### src/rtl/sbd_pkg.sv
package sbd_pkg;
  localparam int unsigned ENTRIES = 2;
  typedef logic [1:0] lvl_t;
  localparam lvl_t LVL_EMPTY = 2'd0;
  localparam lvl_t LVL_FULL  = 2'd2;
  typedef struct packed {
    logic single;
    logic burst;
  } req_t;
endpackage

### src/rtl/sbd_pair_fifo.sv
module sbd_pair_fifo
  import sbd_pkg::*;
#(
  parameter int unsigned DW = 16,
  localparam int unsigned BW = 2 * DW
) (
  input  logic          clk_i,
  input  logic          rst_ni,
  input  logic [1:0]    push_n_i,
  input  logic [BW-1:0] din_i,
  input  logic [1:0]    pop_n_i,
  output lvl_t          level_o,
  output logic [BW-1:0] dout_o
);
  logic [DW-1:0] ent_q [ENTRIES];
  logic [DW-1:0] ent_d [ENTRIES];
  lvl_t lvl_q, lvl_d;

  always_comb begin
    for (int i = 0; i < ENTRIES; i++) ent_d[i] = ent_q[i];
    lvl_d = lvl_q;
    unique case (pop_n_i)
      2'd1: begin
        ent_d[0] = ent_q[1];
        lvl_d    = lvl_q - 2'd1;
      end
      2'd2:    lvl_d = LVL_EMPTY;
      default: ;
    endcase
    unique case (push_n_i)
      2'd1: begin
        ent_d[lvl_d[0]] = din_i[DW-1:0];
        lvl_d           = lvl_d + 2'd1;
      end
      2'd2: begin
        ent_d[0] = din_i[DW-1:0];
        ent_d[1] = din_i[BW-1:DW];
        lvl_d    = LVL_FULL;
      end
      default: ;
    endcase
  end

  always_ff @(posedge clk_i or negedge rst_ni) begin
    if (!rst_ni) begin
      lvl_q <= LVL_EMPTY;
      for (int i = 0; i < ENTRIES; i++) ent_q[i] <= '0;
    end else begin
      lvl_q <= lvl_d;
      for (int i = 0; i < ENTRIES; i++) ent_q[i] <= ent_d[i];
    end
  end

  assign level_o = lvl_q;
  assign dout_o  = {ent_q[1], ent_q[0]};

  assert_level_bound_R13: assert property (@(posedge clk_i) disable iff (!rst_ni)
    lvl_q <= LVL_FULL);
endmodule

### src/rtl/sbd_req_gen.sv
module sbd_req_gen
  import sbd_pkg::*;
#(
  parameter bit IS_TX = 1'b1
) (
  input  logic clk_i,
  input  logic rst_ni,
  input  logic use_bursts_i,
  input  lvl_t level_i,
  input  logic ack_i,
  output req_t req_o
);
  logic want_single, want_burst, blk_q;
  lvl_t snap_q;

  generate
    if (IS_TX) begin : g_tx
      assign want_single = !use_bursts_i && (level_i != LVL_FULL);
      assign want_burst  =  use_bursts_i && (level_i == LVL_EMPTY);
    end else begin : g_rx
      assign want_single = !use_bursts_i && (level_i != LVL_EMPTY);
      assign want_burst  =  use_bursts_i && (level_i == LVL_FULL);
    end
  endgenerate

  assign req_o.single = want_single && !blk_q;
  assign req_o.burst  = want_burst  && !blk_q;

  // hold off after ack until the level moves away from its value at ack
  always_ff @(posedge clk_i or negedge rst_ni) begin
    if (!rst_ni) begin
      blk_q  <= 1'b0;
      snap_q <= LVL_EMPTY;
    end else if (ack_i && (req_o.single || req_o.burst)) begin
      blk_q  <= 1'b1;
      snap_q <= level_i;
    end else if (blk_q && level_i != snap_q) begin
      blk_q  <= 1'b0;
    end
  end

  assert_req_drop_R5: assert property (@(posedge clk_i) disable iff (!rst_ni)
    (ack_i && (req_o.single || req_o.burst)) |=> !(req_o.single || req_o.burst));
endmodule

### src/rtl/sbd_dma_req.sv
module sbd_dma_req
  import sbd_pkg::*;
#(
  parameter int unsigned DW = 16,
  localparam int unsigned BW = 2 * DW
) (
  input  logic          clk_i,
  input  logic          rst_ni,
  input  logic          use_bursts_i,
  input  logic          bus_we_i,
  input  logic          bus_re_i,
  input  logic          bus_dual_i,
  input  logic [BW-1:0] bus_wdata_i,
  output logic [BW-1:0] bus_rdata_o,
  input  logic          shf_tx_pop_i,
  output logic [DW-1:0] shf_tx_data_o,
  input  logic          shf_rx_push_i,
  input  logic [DW-1:0] shf_rx_data_i,
  output logic [1:0]    tx_level_o,
  output logic [1:0]    rx_level_o,
  output logic          tx_single_o,
  output logic          tx_burst_o,
  input  logic          tx_ack_i,
  output logic          rx_single_o,
  output logic          rx_burst_o,
  input  logic          rx_ack_i,
  output logic          err_tx_udf_o,
  output logic          err_tx_ovf_o,
  output logic          err_rx_ovf_o
);
  lvl_t tx_lvl, rx_lvl, tx_lvl_ap, rx_lvl_ap;
  logic [BW-1:0] tx_dout, rx_dout, rx_din;
  logic tx_pop_ok, tx_wr_one, tx_wr_two;
  logic rd_one, rd_two, rx_push_ok;
  logic udf_q, tovf_q, rovf_q;
  req_t tx_req, rx_req;

  // transmit side
  assign tx_pop_ok = shf_tx_pop_i && (tx_lvl != LVL_EMPTY);
  assign tx_lvl_ap = tx_lvl - {1'b0, tx_pop_ok};
  assign tx_wr_one = bus_we_i && !bus_dual_i && (tx_lvl_ap != LVL_FULL);
  assign tx_wr_two = bus_we_i &&  bus_dual_i && (tx_lvl == LVL_EMPTY);

  sbd_pair_fifo #(.DW(DW)) u_tx_fifo (
    .clk_i    (clk_i),
    .rst_ni   (rst_ni),
    .push_n_i ({tx_wr_two, tx_wr_one}),
    .din_i    (bus_wdata_i),
    .pop_n_i  ({1'b0, tx_pop_ok}),
    .level_o  (tx_lvl),
    .dout_o   (tx_dout)
  );

  // receive side
  assign rd_two     = bus_re_i &&  bus_dual_i && (rx_lvl == LVL_FULL);
  assign rd_one     = bus_re_i && !bus_dual_i && (rx_lvl != LVL_EMPTY);
  assign rx_lvl_ap  = rd_two ? LVL_EMPTY : (rx_lvl - {1'b0, rd_one});
  assign rx_push_ok = shf_rx_push_i && (rx_lvl_ap != LVL_FULL);
  assign rx_din     = {{DW{1'b0}}, shf_rx_data_i};

  sbd_pair_fifo #(.DW(DW)) u_rx_fifo (
    .clk_i    (clk_i),
    .rst_ni   (rst_ni),
    .push_n_i ({1'b0, rx_push_ok}),
    .din_i    (rx_din),
    .pop_n_i  ({rd_two, rd_one}),
    .level_o  (rx_lvl),
    .dout_o   (rx_dout)
  );

  always_comb begin
    if (rd_two)      bus_rdata_o = rx_dout;
    else if (rd_one) bus_rdata_o = {{DW{1'b0}}, rx_dout[DW-1:0]};
    else             bus_rdata_o = '0;
  end

  // sticky error flags
  always_ff @(posedge clk_i or negedge rst_ni) begin
    if (!rst_ni) begin
      udf_q  <= 1'b0;
      tovf_q <= 1'b0;
      rovf_q <= 1'b0;
    end else begin
      if (shf_tx_pop_i && !tx_pop_ok)                 udf_q  <= 1'b1;
      if (bus_we_i && !(tx_wr_one || tx_wr_two))      tovf_q <= 1'b1;
      if (shf_rx_push_i && !rx_push_ok)               rovf_q <= 1'b1;
    end
  end

  sbd_req_gen #(.IS_TX(1'b1)) u_tx_req (
    .clk_i        (clk_i),
    .rst_ni       (rst_ni),
    .use_bursts_i (use_bursts_i),
    .level_i      (tx_lvl),
    .ack_i        (tx_ack_i),
    .req_o        (tx_req)
  );

  sbd_req_gen #(.IS_TX(1'b0)) u_rx_req (
    .clk_i        (clk_i),
    .rst_ni       (rst_ni),
    .use_bursts_i (use_bursts_i),
    .level_i      (rx_lvl),
    .ack_i        (rx_ack_i),
    .req_o        (rx_req)
  );

  assign tx_single_o   = tx_req.single;
  assign tx_burst_o    = tx_req.burst;
  assign rx_single_o   = rx_req.single;
  assign rx_burst_o    = rx_req.burst;
  assign tx_level_o    = tx_lvl;
  assign rx_level_o    = rx_lvl;
  assign shf_tx_data_o = tx_dout[DW-1:0];
  assign err_tx_udf_o  = udf_q;
  assign err_tx_ovf_o  = tovf_q;
  assign err_rx_ovf_o  = rovf_q;

  assert_dual_wr_fill_R6: assert property (@(posedge clk_i) disable iff (!rst_ni)
    (bus_we_i && bus_dual_i && tx_lvl == LVL_EMPTY) |=> tx_lvl == LVL_FULL);
  assert_dual_wr_reject_R7: assert property (@(posedge clk_i) disable iff (!rst_ni)
    (bus_we_i && bus_dual_i && tx_lvl != LVL_EMPTY && !shf_tx_pop_i)
      |=> (err_tx_ovf_o && tx_lvl == $past(tx_lvl)));
  assert_dual_rd_empty_R8: assert property (@(posedge clk_i) disable iff (!rst_ni)
    (bus_re_i && bus_dual_i && rx_lvl == LVL_FULL && !shf_rx_push_i) |=> rx_lvl == LVL_EMPTY);
  assert_underflow_flag_R10: assert property (@(posedge clk_i) disable iff (!rst_ni)
    (shf_tx_pop_i && tx_lvl == LVL_EMPTY) |=> err_tx_udf_o);
  assert_rx_ovf_sticky_R11: assert property (@(posedge clk_i) disable iff (!rst_ni)
    err_rx_ovf_o |=> err_rx_ovf_o);
endmodule

### config.mk
export PLATFORM = sky130hd
export DESIGN_NAME = sbd_dma_req
export DESIGN_NICKNAME = d
export VERILOG_FILES = /design/src/rtl/sbd_pkg.sv /design/src/rtl/sbd_pair_fifo.sv /design/src/rtl/sbd_req_gen.sv /design/src/rtl/sbd_dma_req.sv
export SDC_FILE = /design/constraint.sdc
export NUM_CORES = 1
export LEC_CHECK = 0
export CORE_MARGIN = 2
export CORE_UTILIZATION = 48
export DETAILED_ROUTE_END_ITERATION = 6
export PLACE_DENSITY = 0.81
export SYNTH_ARGS = -nofsm -noshare
export SYNTH_HDL_FRONTEND = slang
export SYNTH_SLANG_ARGS = --single-unit
### constraint.sdc
create_clock -name clk_i -period 3.87 [get_ports clk_i]
set_input_delay 0.9675 -clock clk_i [delete_from_list [all_inputs] [get_ports clk_i]]
set_output_delay 0.9675 -clock clk_i [all_outputs]
set_load 0.01 [all_outputs]
==> results by group <==
Min path
  – Hold WC Path Type: reg -> reg
  – Hold Crit Depth: 1
  – Hold wc startpoint: err_tx_udf_o$_DFFE_PN0P_
  – Hold endpoint: err_tx_udf_o$_DFFE_PN0P_

CTS
  – H-tree Lvls: 3
  – Worst-Skew Late Latency: 340 ps
  – Max clock buf depth: 2
  – Root Buffer: clkbuf_8
  – Worst-path clk slew: 80 ps
  – CTS tree: built
  – Num CTS Buffers: 9
  – Post-CTS setup buffer count: 0
  – Hold Buf Count CTS: 0
  – Post-CTS Resized: 0
  – Clock Sink Count: 77

Timing
  – Fin worst setup slack: 215.6 ps
  – Fmax: 0.2736 GHz
  – Slew HR: 0.3628
  – Setup violations, final: 0
  – Fin Setup TNS: 0 ps
  – Final Cycle Share: 0.9443
  – Final Max Tran Viols: 0
  – Final Skew: 7.680 ps
  – Actual slew at the worst max-slew pin: 955.8 ps
  – Hold Fails Final Rpt: 0
  – Final min period: 3654 ps
  – RSZ-0062 raised after global routing: no

Route
  – Routed len/inst: 15.97 um
  – Vias per inst: 5.272
  – Iter 0 DRT Violations: 181
  – DRC Markers: 0
  – DRT Wirelength: 9453 um
  – Final ANT Viol Nets: 0
  – DRT Pass-1 Iters: 4
  – DR vias: 3121

Critical path
  – CP max FO: 16
  – CP arrival: 2690 ps
  – Crit-path cells: clkdlybuf4s50_1 > nor2_1 > a21oi_1 > nor2b_1 > buf_4 > and2_1 > clkdlybuf4s50_1
  – RR Startpoint: u_tx_fifo.level_o[0]$_DFF_PN0_
  – Worst R2R End: u_tx_fifo.dout_o[28]$_DFFE_PN0P_
  – CP top delay family: buffers and inverters
  – Worst setup EP type: output pin
  – Crit path kind: in -> out
  – Worst Path Required: 2900 ps
  – Reg2reg setup slack: 800 ps
  – Worst-case reg-to-reg path depth: 10
  – Slowest stage cell, crit path: clkdlybuf4s50_1
  – Largest stage delay on the critical path: 540 ps
  – CP most frequent cell: clkdlybuf4s50_1
  – Crit path launch type: primary input
  – Buf+Inv Stages, Crit Path: 3

Placement
  – Routability cong.: 0.8106
  – Buffers on Ports: 116
  – Half-perimeter wire length after placement: 6552 um
  – Pre-CTS setup slack: 195.4 ps

Yosys
  – Flops & latches, synth: 77
  – Top-area cell type share of the netlist area: 0.4714
  – Cell taking the most area after synthesis: dfrtp_1
  – Top area cells in the synthesized netlist: dfrtp_1 (47%), mux2_2 (12%), and2_1 (4.3%)
  – Post-synth EDFFs: 0
  – Async set-reset flop share out of synthesis: 1.000
  – Synth Warn #: 0
  – Synth Flop Type: dfrtp_1
  – Seq/Total Area, Yosys: 0.4714
  – Syn Inst Count: 383
  – Syn Nets: 451
  – Synth cell types: 38
  – Avg Inst Size Synth: 10.67 um2
  – Post-Syn Area: 4088 um2

Floorplanning
  – Starting Density: 0.4975
  – Row cnt: 33
  – Die Footprint: 9270 um2
  – Die H: 96.28 um
  – Num ports: 117
  – Die width: 96.28 um
  – Core Region: 8217 um2

Power and ir drop
  – Sw frac: 0.3483
  – Maximum vdd drop: 0.2972 mV
  – Clock power frac: 0.161
  – Part of the power in registers: 0.368
  – Comb pwr share: 0.471
  – Internal Pwr Total: 2.526 mW
  – LEAKAGE: 2.290 nW
  – Pwr per Cell Area: 712.5 nW/um2
  – NetSw: 1.350 mW

Finish
  – # diodes: 0
  – Area Growth Syn to Fin: 33.09%
  – Commonest non-fill, non-tap cell in the layout: clkdlybuf4s50_1
  – Layout cells sized above 1: 0.1930
  – Most frequent cells in the layout: clkdlybuf4s50_1 (115), dfrtp_1 (77), mux2_2 (43)
  – Final net count: 550

Flow run
  – Max-cap violations: 0

Global route
  – Initial antenna violation count: 0
  – Remaining Overflow, GRT: 0
  – GRT Util Overall: 0.2104
  – First-pass GRT wire length: 15060 um
  – Vias in the first global route: 3189
  – Pin count of the biggest net entering global routing: 78

Status
  – Status: complete, no violations
power groups by stage:
stage	combinational, mW	sequential (mW)	clock [mW]
3_5_place_dp	1.83	1.44	0
4_1_cts	1.84	1.43	0.640
5_1_grt	1.99	1.47	0.674
2_1_floorplan	1.31	1.36	0
6_report	1.83	1.42	0.625
3_3_place_gp	1.76	1.42	0
worst register-to-register path: stages, from the launching register on:
cell      delay (ps)
dfrtp_1          450
inv_1            120
ha_1             260
nand2b_1         180
xnor2_1          390
nand2_1          140
nand3b_1         140
ha_1             430
and2_1           630
nand2_1          130
o221ai_1         100
worst max-delay path by stage:
| stage | start | end | slack, ps | depth (start not counted) |
|---|---|---|---|---|
| after floorplan | bus_dual_i | register | 690 | 11 |
| after CTS | bus_dual_i | bus_rdata_o[0] | 200 | 7 |
| after global placement | bus_dual_i | bus_rdata_o[9] | 280 | 7 |
| after detailed placement | bus_dual_i | bus_rdata_o[7] | 200 | 7 |
| final | bus_dual_i | bus_rdata_o[0] | 220 | 7 |
| after global routing | bus_dual_i | bus_rdata_o[7] | 90 | 7 |
final cells by class:
| cell class | instances | area (um2) |
|---|---|---|
| clock buffers | 10 | 137.6 |
| clock inverters | 6 | 68.82 |
| fillers | 656 | 2776 |
| inverters | 23 | 88.84 |
| multi-input cells | 245 | 1828 |
| flip-flops and latches | 77 | 1927 |
| well taps | 105 | 131.4 |
| repair buffers | 126 | 1259 |
synthesized netlist by cell type (2+ instances only):
| cell | instances |
|---|---|
| clkbuf_1 | 11 |
| inv_1 | 22 |
| ha_1 | 10 |
| mux2_4 | 10 |
| xor2_1 | 2 |
| and2_1 | 28 |
| and2_2 | 6 |
| nand2_1 | 41 |
| o21ai_0 | 3 |
| a21o_1 | 2 |
| nor2_1 | 21 |
| buf_2 | 5 |
| nand3b_1 | 4 |
| buf_1 | 2 |
| buf_4 | 17 |
| buf_6 | 2 |
| dfrtp_1 | 77 |
| a21boi_2 | 2 |
| o221ai_1 | 16 |
| o22ai_1 | 16 |
| xnor2_1 | 6 |
| nand3_1 | 3 |
| mux2_2 | 43 |
| nand2b_1 | 2 |
| nor3_1 | 2 |
| a21oi_1 | 18 |
per-layer routing:
layer / part of all wire / global-route usage
met5: 0 / 0
met4: 0.021 / 0.09286
met3: 0.040 / 0.02976
met2: 0.51 / 0.3600
met1: 0.43 / 0.2641
cells by family after synthesis:
logic type / Yosys count / synth area share
and+or+nand+nor: 113 / 0.1384
adders and majority gates: 10 / 0.03061
muxes: 53 / 0.1552
xor gates and xnor gates: 8 / 0.01714
DFF: 77 / 0.4714
AOI/OAI and AO/OA: 61 / 0.1059
buffers and inverters: 61 / 0.08142
through the flow:
stage,util,hold slack [ps],std cells,power [mW],area [um2]
detailed placement,0.6370,452.7,576,3.268,5234
CTS,0.6621,471.0,592,3.906,5440
global placement,0.6370,439.8,576,3.184,5234
global route,0.6621,493.2,592,4.139,5440
finish,0.6621,468.2,592,3.876,5440
floorplan,-,489.0,383,2.678,4088
No activity file was read; power rests on OpenSTA's default activity.
